===== src/rtl/i2cw_pkg.sv =====
package i2cw_pkg;

    localparam int BYTE_W  = 8;
    localparam int ADDR_W  = 7;
    localparam int STRAP_W = 2;
    localparam int FIX_W   = ADDR_W - STRAP_W;
    localparam int CNT_W   = $clog2(BYTE_W + 1);
    localparam int POS_W   = $clog2(BYTE_W);
    localparam int NUM_REGS = 3;
    localparam int IDX_W   = $clog2(NUM_REGS);

    localparam logic [FIX_W-1:0]  ADDR_FIXED = 5'b10010;
    localparam logic [BYTE_W-1:0] CMD_FREQ   = 8'h12;
    localparam logic [BYTE_W-1:0] CMD_CHAN   = 8'h14;
    localparam logic [BYTE_W-1:0] CMD_CTRL   = 8'h10;

    typedef enum logic [2:0] {
        ST_IDLE, ST_ADDR, ST_ADDR_ACK, ST_CMD, ST_CMD_ACK,
        ST_DATA, ST_DATA_ACK, ST_IGNORE
    } phase_e;

    // index order is also the register-bank order
    typedef enum logic [IDX_W-1:0] {
        TGT_FREQ = 2'd0, TGT_CHAN = 2'd1, TGT_CTRL = 2'd2, TGT_NONE = 2'd3
    } tgt_e;

    typedef struct packed {
        logic valid;
        tgt_e tgt;
    } decode_t;

    typedef struct packed {
        logic sda;
        logic scl_rise;
        logic scl_fall;
        logic start;
        logic stop;
    } bus_ev_t;

    function automatic decode_t decode_cmd(input logic [BYTE_W-1:0] c);
        decode_t d;
        d.valid = 1'b1;
        case (c)
            CMD_FREQ: d.tgt = TGT_FREQ;
            CMD_CHAN: d.tgt = TGT_CHAN;
            CMD_CTRL: d.tgt = TGT_CTRL;
            default: begin
                d.valid = 1'b0;
                d.tgt   = TGT_NONE;
            end
        endcase
        return d;
    endfunction

endpackage


===== src/rtl/i2cw_sync.sv =====
module i2cw_sync #(
    parameter int W      = 2,
    parameter int STAGES = 2
) (
    input  logic         clk,
    input  logic         rst,
    input  logic [W-1:0] d,
    output logic [W-1:0] q
);
    logic [W-1:0] chain [STAGES];

    for (genvar s = 0; s < STAGES; s++) begin : g_stage
        if (s == 0) begin : g_first
            always_ff @(posedge clk) begin
                if (rst) chain[s] <= '1;
                else     chain[s] <= d;
            end
        end else begin : g_next
            always_ff @(posedge clk) begin
                if (rst) chain[s] <= '1;
                else     chain[s] <= chain[s-1];
            end
        end
    end

    assign q = chain[STAGES-1];
endmodule


===== src/rtl/i2cw_cond.sv =====
module i2cw_cond import i2cw_pkg::*; (
    input  logic    clk,
    input  logic    rst,
    input  logic    scl_s,
    input  logic    sda_s,
    output bus_ev_t ev
);
    logic scl_d, sda_d;

    always_ff @(posedge clk) begin
        if (rst) begin
            scl_d <= 1'b1;
            sda_d <= 1'b1;
        end else begin
            scl_d <= scl_s;
            sda_d <= sda_s;
        end
    end

    always_comb begin
        ev.sda      = sda_s;
        ev.scl_rise = scl_s & ~scl_d;
        ev.scl_fall = ~scl_s & scl_d;
        ev.start    = scl_s & scl_d & sda_d & ~sda_s;
        ev.stop     = scl_s & scl_d & ~sda_d & sda_s;
    end
endmodule


===== src/rtl/i2cw_regs.sv =====
module i2cw_regs #(
    parameter int W  = 8,
    parameter int N  = 3,
    parameter int IW = 2
) (
    input  logic                clk,
    input  logic                rst,
    input  logic                commit,
    input  logic [IW-1:0]       sel,
    input  logic [W-1:0]        wdata,
    output logic [N-1:0][W-1:0] q,
    output logic                stb
);
    for (genvar g = 0; g < N; g++) begin : g_reg
        always_ff @(posedge clk) begin
            if (rst)                              q[g] <= '0;
            else if (commit && sel == IW'(g))     q[g] <= wdata;
        end
    end

    always_ff @(posedge clk) begin
        if (rst) stb <= 1'b0;
        else     stb <= commit;
    end
endmodule


===== src/rtl/i2cw_slave.sv =====
module i2cw_slave import i2cw_pkg::*; #(
    parameter int SYNC_STAGES = 2
) (
    input  logic               clk,
    input  logic               rst,
    input  logic               scl_i,
    input  logic               sda_i,
    input  logic [STRAP_W-1:0] strap_i,
    output logic               sda_oe,
    output logic [BYTE_W-1:0]  freq_q,
    output logic [BYTE_W-1:0]  chan_q,
    output logic [BYTE_W-1:0]  ctrl_q,
    output logic               wr_stb
);
    logic [1:0] line_s;
    bus_ev_t    ev;

    i2cw_sync #(.W(2), .STAGES(SYNC_STAGES)) u_sync (
        .clk(clk), .rst(rst), .d({scl_i, sda_i}), .q(line_s)
    );

    i2cw_cond u_cond (
        .clk(clk), .rst(rst), .scl_s(line_s[1]), .sda_s(line_s[0]), .ev(ev)
    );

    phase_e            st;
    logic [CNT_W-1:0]  bitn;
    logic [BYTE_W-1:0] shreg;
    logic              addr_ok;
    tgt_e              tgt;
    logic              oe;
    logic              commit;
    logic [BYTE_W-1:0] exp_byte;
    logic [POS_W-1:0]  pos;
    decode_t           dec;

    // expected address byte, straps read live at their own positions
    assign exp_byte = {ADDR_FIXED, strap_i, 1'b0};
    assign pos      = POS_W'(BYTE_W - 1) - bitn[POS_W-1:0];
    assign dec      = decode_cmd(shreg);

    always_ff @(posedge clk) begin
        if (rst) begin
            st      <= ST_IDLE;
            bitn    <= '0;
            shreg   <= '0;
            addr_ok <= 1'b0;
            tgt     <= TGT_NONE;
            oe      <= 1'b0;
            commit  <= 1'b0;
        end else begin
            commit <= 1'b0;
            if (ev.stop) begin
                st <= ST_IDLE;
                oe <= 1'b0;
            end else if (ev.start) begin
                st      <= ST_ADDR;
                bitn    <= '0;
                addr_ok <= 1'b1;
                oe      <= 1'b0;
            end else begin
                case (st)
                    ST_ADDR, ST_CMD, ST_DATA: begin
                        if (ev.scl_rise && bitn < CNT_W'(BYTE_W)) begin
                            shreg <= {shreg[BYTE_W-2:0], ev.sda};
                            bitn  <= bitn + 1'b1;
                            if (st == ST_ADDR && ev.sda != exp_byte[pos])
                                addr_ok <= 1'b0;
                        end else if (ev.scl_fall && bitn == CNT_W'(BYTE_W)) begin
                            bitn <= '0;
                            if (st == ST_ADDR) begin
                                if (addr_ok) begin
                                    oe <= 1'b1;
                                    st <= ST_ADDR_ACK;
                                end else begin
                                    st <= ST_IGNORE;
                                end
                            end else if (st == ST_CMD) begin
                                if (dec.valid) begin
                                    tgt <= dec.tgt;
                                    oe  <= 1'b1;
                                    st  <= ST_CMD_ACK;
                                end else begin
                                    st <= ST_IGNORE;
                                end
                            end else begin
                                oe <= 1'b1;
                                st <= ST_DATA_ACK;
                            end
                        end
                    end
                    ST_ADDR_ACK: if (ev.scl_fall) begin
                        oe <= 1'b0;
                        st <= ST_CMD;
                    end
                    ST_CMD_ACK: if (ev.scl_fall) begin
                        oe <= 1'b0;
                        st <= ST_DATA;
                    end
                    ST_DATA_ACK: if (ev.scl_fall) begin
                        oe     <= 1'b0;
                        commit <= 1'b1;
                        st     <= ST_IGNORE;
                    end
                    default: ;
                endcase
            end
        end
    end

    assign sda_oe = oe;

    logic [NUM_REGS-1:0][BYTE_W-1:0] rq;

    i2cw_regs #(.W(BYTE_W), .N(NUM_REGS), .IW(IDX_W)) u_regs (
        .clk(clk), .rst(rst), .commit(commit), .sel(tgt),
        .wdata(shreg), .q(rq), .stb(wr_stb)
    );

    assign freq_q = rq[TGT_FREQ];
    assign chan_q = rq[TGT_CHAN];
    assign ctrl_q = rq[TGT_CTRL];
endmodule


===== config.mk =====
export PLATFORM = sky130hd
export DESIGN_NAME = i2cw_slave
export DESIGN_NICKNAME = d
export VERILOG_FILES = /design/src/rtl/i2cw_pkg.sv /design/src/rtl/i2cw_sync.sv /design/src/rtl/i2cw_cond.sv /design/src/rtl/i2cw_regs.sv /design/src/rtl/i2cw_slave.sv
export SDC_FILE = /design/constraint.sdc
export NUM_CORES = 1
export LEC_CHECK = 0
export ABC_AREA = 1
export BUFFER_PORTS_ARGS = -buffer_cell sky130_fd_sc_hd__buf_2
export CAP_MARGIN = 20
export CORE_ASPECT_RATIO = 1.75
export CORE_MARGIN = 2
export CORE_UTILIZATION = 55
export DETAILED_ROUTE_END_ITERATION = 8
export PLACE_DENSITY = 0.78
export SKIP_CTS_REPAIR_TIMING = 1
export SYNTH_ARGS = -nofsm -noshare
export SYNTH_HDL_FRONTEND = slang
export SYNTH_SLANG_ARGS = --single-unit

===== constraint.sdc =====
create_clock -name clk -period 1.44 [get_ports clk]
set_input_delay 0.216 -clock clk [delete_from_list [all_inputs] [get_ports clk]]
set_output_delay 0.216 -clock clk [all_outputs]
set_load 0.01 [all_outputs]

# After elaboration in Yosys (flattened, before gate mapping)
# Memory sizes are Yosys's and may differ from the RTL's.
# Index checks and enable logic that the tools add are counted.
# word_totals
ramBits	4
inputBits	6
wordCells	127
out_inout_bits	26
register_bits	47
n_memories	1
# op_classes
n_addsub	2
bitwise	18
mux	37
eq_ne	26
n_lt_le_gt_ge	2
n_reduce_logical	27
# memory_table
memory	words	width	read_ports	rd_ports_with_merged_regs	write_ports	line	text
u_sync.chain	2	2	2	0	2	i2cw_sync.sv:10	logic [W-1:0] chain [STAGES];
# ops
op	count
8-bit by 5-bit == test with 1-bit output (second input constant)	3
3-bit 2-to-1 mux	8
1-bit 2-to-1 mux	18
3-bit != test (second input constant)	6
6-bit AND reduction	3
4-bit 2-to-1 mux	4
3-bit one-hot mux with 4 select lines	1
3-bit OR reduction	4
2-bit != test (second input constant)	5
3-bit == test (second input constant)	3
1-bit inverter	9
4-bit AND reduction	2
8-bit AND reduction	1
2-bit nonzero test	4
1-bit AND	7
3-bit by 2-bit == test with 1-bit output (second input constant)	2
1-bit logical AND	6
2-bit 2-to-1 mux	3
2-bit one-hot mux with 3 select lines	1
5-bit nonzero test	1
4-bit by 1-bit adder with 4-bit output (second input constant)	1
4-bit == test (second input constant)	1
3-bit by 4-bit less-than comparator with 1-bit output (second input constant)	1
4-bit less-than comparator (second input constant)	1
other kinds (16)	17

# Depth between registers and ports, before layout
# Gate-level depths: netlist of the first run.
# logic_depth
depth_word	10
depth_mapped	10

# By module
# From an unflattened synthesis of the first run, not the netlist that was laid out.
# hier_totals
cells_unflattened	363
area_unflattened_um2	2448.6
# modules_own_cells
mod	area_per_inst_um2	n_inst	cells_each
i2cw_slave	1133.6	1	173
i2cw_regs	1098.6	1	160
i2cw_sync	116.4	1	13
i2cw_cond	100.1	1	17

# Worst setup path after synthesis of the first run
# Ideal clock, no wire load.
# synth_timing
path_kind	register -> register
start	register st[0]
end	register bitn[3]
slack_ps	232
t_arrival_ps	1085
stages_incl_launch_ff	10
required_ps	1317
setup_time_ps	123
n_path_buf	0
cell_sequence	dfxtp_1 inv_2 a21oi_4 inv_2 a21oi_4 nand2_4 nand2_1 o21ai_2 inv_2 nor2_2
# synth_via
elab_chain_len	4
elab_cells_between_ends	6
# synth_lines
element	line	text
from (decl)	i2cw_slave.sv:26	phase_e st;
from (signal assigned)	i2cw_slave.sv:44	st <= ST_IDLE;
from (signal assigned)	i2cw_slave.sv:54	st <= ST_IDLE;
from (signal assigned)	i2cw_slave.sv:57	st <= ST_ADDR;
3-bit by 1-bit == test with 1-bit output (tied with other cells)	i2cw_slave.sv:62	case (st)
3-bit OR reduction (*)	i2cw_slave.sv:62	
2-bit nonzero test (no source line) (*)	n/a	
3-bit AND reduction (no source line) (*)	n/a	
to (signal assigned)	i2cw_slave.sv:66	bitn <= bitn + 1'b1;
to (decl)	i2cw_slave.sv:27	logic [CNT_W-1:0] bitn;
# Mark *: on every way between the ends. The rest lies on a longest branch, timed or not.
# A chain may end at the register's enable or synchronous reset.

# Final worst setup path of the first run
# layout_timing
start	register st[1]
end	register st[1]
# layout_via
elab_chain_len	6
elab_cells_between_ends	19
# layout_lines
element	line	text
3-bit by 2-bit == test with 1-bit output	i2cw_slave.sv:62, i2cw_slave.sv:78	
3-bit 2-to-1 mux	i2cw_slave.sv:78	end else if (st == ST_CMD) begin
3-bit 2-to-1 mux	i2cw_slave.sv:71	if (st == ST_ADDR) begin
3-bit 2-to-1 mux	i2cw_slave.sv:69	end else if (ev.scl_fall && bitn == CNT_W'(BYTE_W)) begin
3-bit 2-to-1 mux	i2cw_slave.sv:64	if (ev.scl_rise && bitn < CNT_W'(BYTE_W)) begin
3-bit one-hot mux with 4 select lines	i2cw_slave.sv:62	
# Parallel ways exist; a longest one is shown, timed or not. The select of a mux whose other input is x is not followed.

==> results of run 1 <==
[stage by stage]
step	setup WS, ps	total power [uW]	hold slack, ps	cells	utilization
floorplan	231.6	1957	319.8	271	-
global placement	89.13	2057	394.7	347	0.6462
finish	102.7	2911	85.94	357	0.6800
global route	6.021	3063	90.04	357	0.6800
detailed placement	67.10	2066	394.1	347	0.6462
CTS	35.97	2916	82.10	355	0.6734
[path summary, 6_finish.rpt]
path	start	endpoint	slack, ps	cells past startpoint
min	sda_i	u_sync.chain[0][0]$_SDFF_PP1_	90	2
max	st[1]$_SDFFE_PP0P_	st[1]$_SDFFE_PP0P_	100	5
min reg2reg	u_sync.chain[0][0]$_SDFF_PP1_	u_sync.chain[1][0]$_SDFF_PP1_	420	1
max reg2reg	st[1]$_SDFFE_PP0P_	st[1]$_SDFFE_PP0P_	100	5
[layer usage]
metal | track usage | share of wire | vias to the layer above
li1 | - | - | 969
met1 | 0.2464 | 0.40 | 855
met2 | 0.3840 | 0.53 | 39
met3 | 0.04007 | 0.032 | 11
met4 | 0.1032 | 0.030 | 0
met5 | 0 | 0 | -
[cell usage after synthesis]
cell      count
and3_1        2
a21oi_4       2
nor2_1       33
ha_1          1
nor3_2        4
nand3_2       1
nand4_1       5
inv_1        21
nor3b_1       1
nand2_4       1
buf_2         3
o21ai_0      27
o21ai_1       7
nor2_4        1
nor4_1        2
nand3_1       9
nand2_2       1
buf_4         1
o211ai_2      1
inv_2        10
a21oi_1      30
o21ai_2       1
xor2_1        1
a22oi_1       1
dfxtp_1      51
or2_1         1
clkbuf_1      5
nor3_1        1
or2_2         5
nand2_1      39
nor2_2        3
[final cells by class]
class | instances | area [sq um] | share of cell area
clock inverter | 2 | 16.27 | 0.006592
timing repair buffer | 41 | 242.7 | 0.09838
sequential | 51 | 1022 | 0.4143
tap | 46 | 57.56 | 0.02333
inverter | 31 | 116.4 | 0.04716
multi-input combinational | 180 | 929.6 | 0.3768
clock buffer | 6 | 82.58 | 0.03347
[worst max-delay path: stages, from the launching register on]
cell and delay (ps):
dfxtp_1 480, inv_2 90, nor3_2 260, and3_1 220, nand2_1 60, nor3b_1 140
[flip-flops by register name, indices dropped and copies added (netlist names), 2 cells and up]
register and flops:
st 3, u_sync.chain 4, u_regs.q 24, shreg 8, bitn 4, tgt 2
[power by group through the flow]
stage          registers [uW]  logic [uW]  clock network [uW]
3_5_place_dp             1550         515                   0
4_1_cts                  1520         516                 882
3_3_place_gp             1550         507                   0
2_1_floorplan            1550         409                   0
6_report                 1520         526                 863
5_1_grt                  1530         601                 934
[logic make-up (layout without fill, tap and decap cells)]
family | after synthesis | after routing | synth area share
AO/OA/AOI/OAI | 69 | 69 | 0.1817
XOR/XNOR | 1 | 1 | 0.004170
adder cells (fa/ha/maj) | 1 | 1 | 0.005955
buffers and inverters | 40 | 80 | 0.07505
flip-flops | 51 | 51 | 0.4860
AND/OR/NAND/NOR | 109 | 109 | 0.2472
==> flow_summary.toml, run 1 <==
[run_status]
status = "finished, final reports clean"

[clock_tree]
cts_max_path_buffers = 2
clk_pin_slew_ps = 100
cts.sinks = 51
clockRootBuffer = "clkbuf_8"
cts_tree = "yes"
cts-buffers-inserted = 5
htree_levels = 2
clock_latency_ps = 300

[sta]
hold_viol = 0
fmax_ghz = 0.7478
worst_slew_pin_slew_ps = 340.4
period_share = 0.9287
finalSetupViolCount = 0
fin_crit_ps = 1337
slew_viol_final = 0
fin_tns_setup_ps = 0
slew_headroom = 0.7719
rsz0062_at_grt = "no"
fin_skew_ps = 12.95

[yosys]
ys_warn_count = 0
synth_area_leaders = "dfxtp_1 (49%), a21oi_1 (7.1%), nand2_1 (7.0%), o21ai_0 (6.4%), nor2_1 (5.9%)"
syn_avg_cell_area_sq_um = 7.752
syn_nets = 278
synth-seq-cells = 51
yosysTopAreaCell = "dfxtp_1"
synth_cell_types = 31
synthDominantCellAreaShare = 0.4860
yosysSeqAreaShare = 0.4860
syn_inst = 271
netlist_area_sq_um = 2101

[cells_and_area]
final_common_cell = "dfxtp_1"
layout.nets = 317
areaGrowthSynthToFinish_pct = 17.45
nFillCells = 326
n_antenna_cell = 0
drive_gt1_frac = 0.2637
layout_common_cells = "dfxtp_1 (50), nand2_1 (38), nor2_1 (33)"
stdcell_area_sq_um = 2467

[die]
rows = 29
die_w_um = 50.72
core_sq_um = 3628
die_area_sq_um = 4349
pin_count = 32
start_util = 0.5790
fp.dieH_um = 85.76

[grt]
grt_overflow = 0
antenna_found_initial = 0
grt_pass1_vias = 1707
grt_max_degree = 36
grt_pass1_wl_um = 7314
grt_usage = 0.2174

[drt]
drtIter0Drc = 48
antenna_left = 0
post_drt_wl_per_cell_um = 12.26
viasPerCell = 5.249
drtPass1Iterations = 4
drc = 0
num_vias = 1874
wirelength_um = 4378

[min_path]
hp-class = "in -> reg"

[placement]
io_buffer_count = 31
postPlaceCellArea_sq_um = 2345
dpl.hpwl_um = 3229
gp_congestion = 0.8194

[setup_path]
path_class = "reg -> reg"
required_ps = 1640
cp.arrival_ps = 1530
crit_fanout = 5
end_kind = "register"
cp-start-kind = "register"

[power]
clockPowerShare = 0.296
switching_share = 0.2920
p_sw_uw = 850.2
share_comb_of_total_power = 0.181
p_int_uw = 2061
vdd_drop_max_mv = 1.122
seqPwrFrac = 0.523
cellPowerDensity_nw_per_um2 = 1180
power_leakage_uw = 0.001161

[run]
cap_violations = 0
Power figures use the tool's default switching activity.
==> run 2, diff against run 1 <==
Settings changed: PLACE_DENSITY 0.78 to unset, PLACE_DENSITY_LB_ADDON set to 0.08.
==> run 2 against run 1 <==
- combinational power up 9.1%
- critical endpoint is now shreg[5]$_SDFFE_PP0P_
- register-to-register slack is essentially flat
- clock power decreased by 4.8%
- largest cell class unchanged
- largest power group unchanged
==> flow_summary.toml, run 2 (synthesized netlist as in run 1, its figures left out) <==
[drt]
antenna_left = 0
post_drt_wl_per_cell_um = 13.11
wirelength_um = 4734
drtIter0Drc = 33
drtPass1Iterations = 5
drc = 0
viasPerCell = 5.139
num_vias = 1855

[sta]
hold_viol = 0
fmax_ghz = 0.7528
slew_headroom = 0.7596
slew_viol_final = 0
worst_slew_pin_slew_ps = 358.6
fin_crit_ps = 1328
hold_slack_ps = 96.96
rsz0062_at_grt = "no"
finalSetupViolCount = 0
fin_skew_ps = 6.187
period_share = 0.9224
fin_tns_setup_ps = 0

[cells_and_area]
final_core_util = 0.6907
finalNonFillerCells = 361
n_antenna_cell = 0
drive_gt1_frac = 0.2857
layout.nets = 322
largest-register = "u_regs.q"
top_regs = "u_regs.q x24, shreg x8"
final_common_cell = "dfxtp_1"
layout_common_cells = "dfxtp_1 (48), nand2_1 (39), buf_2 (31)"
stdcell_area_sq_um = 2506
areaGrowthSynthToFinish_pct = 19.30
largest_reg_flops = 24

[placement]
gp_congestion = 0.8233
postPlaceCellArea_sq_um = 2375
io_buffer_count = 31
dpl.hpwl_um = 3498
dp_cells = 351

[power]
p_int_uw = 2070
switching_share = 0.2916
vdd_drop_max_mv = 0.9525
seqPwrFrac = 0.522
cellPowerDensity_nw_per_um2 = 1166
clockPowerShare = 0.281
p_sw_uw = 852.1
power_leakage_uw = 0.001185
share_comb_of_total_power = 0.196

[grt]
grt_pass1_vias = 1866
met3_usage = 0.04878
met2_usage = 0.4545
grt_overflow = 0
grt_max_degree = 37
top_usage_layer = "met2"
grt_usage = 0.2549
grt_pass1_wl_um = 8411
antenna_found_initial = 0
use_met1 = 0.2785

[setup_path]
end_kind = "register"
max_stage_delay_ps = 370
path_cells = "inv_2 -> a21oi_4 -> inv_2 -> nor2_4 -> inv_2 -> o21ai_0 -> a21oi_1"
path_delay_family = "compound AO/OA/AOI/OAI gates"
cp.arrival_ps = 1520
cp_common_cell = "inv_2"
worst-path-buf-inv = 3
crit_slowest_cell = "dfxtp_2"
path_class = "reg -> reg"
crit_fanout = 7
cp-start-kind = "register"
required_ps = 1630

[clock_tree]
cts-buffers-inserted = 5
clockRootBuffer = "clkbuf_8"
htree_levels = 2
cts_max_path_buffers = 2
cts.sinks = 51
clock_latency_ps = 300
clk_pin_slew_ps = 90
cts_tree = "yes"

[die]
rows = 29
fp.dieH_um = 85.76
die_w_um = 50.72
die_area_sq_um = 4349
pin_count = 32
start_util = 0.5790
core_sq_um = 3628

[run_status]
status = "finished, final reports clean"

[min_path]
hp-class = "in -> reg"

[run]
cap_violations = 0
## run 2: changes by cell type in the layout (fill, tap and decap cells not counted)
cell / previous run / this run
nor2_2: 2 / 5
buf_4: 9 / 14
nand2_2: 2 / 1
nand3_2: 1 / 2
clkinvlp_4: 1 / 0
inv_1: 20 / 21
dfxtp_1: 50 / 48
inv_2: 11 / 10
clkinv_4: 1 / 0
nand3_1: 9 / 8
nor2_1: 33 / 30
clkinv_2: 0 / 1
dfxtp_2: 1 / 3
nand2_1: 38 / 39
## run 2: path summary, 6_finish.rpt
kind	start	end	slack, ps	cells past startpoint
max	st[0]$_SDFFE_PP0P_	shreg[5]$_SDFFE_PP0P_	110	7
min	scl_i	u_sync.chain[0][1]$_SDFF_PP1_	100	2
max reg2reg	st[0]$_SDFFE_PP0P_	shreg[5]$_SDFFE_PP0P_	110	7
min reg2reg	u_sync.chain[0][1]$_SDFF_PP1_	u_sync.chain[1][1]$_SDFF_PP1_	420	1
## run 2: power by group through the flow
stage | sequential, uW | combinational (uW) | clock [uW]
floorplan | 1550 | 409 | 0
global placement | 1550 | 542 | 0
detailed placement | 1550 | 550 | 0
CTS | 1520 | 556 | 843
global route | 1530 | 665 | 894
finish | 1530 | 574 | 822
## run 2: stage by stage
stage	total power, uW	worst slack [ps]
after floorplan	1957	231.6
after global placement	2092	79.28
after detailed placement	2100	82.55
after CTS	2917	57.11
after global routing	3092	13.99
final	2922	111.7
## run 2: layout make-up
type,count,area [sq um]
Inverter,31,116.4
Tap cell,46,57.56
Timing Repair Buffer,46,280.3
Clock buffer,6,82.58
Sequential cell,51,1025
Fill cell,333,1122
Clock inverter,1,5.005
Multi-Input combinational cell,180,939.7
## run 2: layer usage
layer,part of all wire,up-vias
li1,-,973
met1,0.39,841
met2,0.55,31
met3,0.030,10
met4,0.023,0
met5,0,-
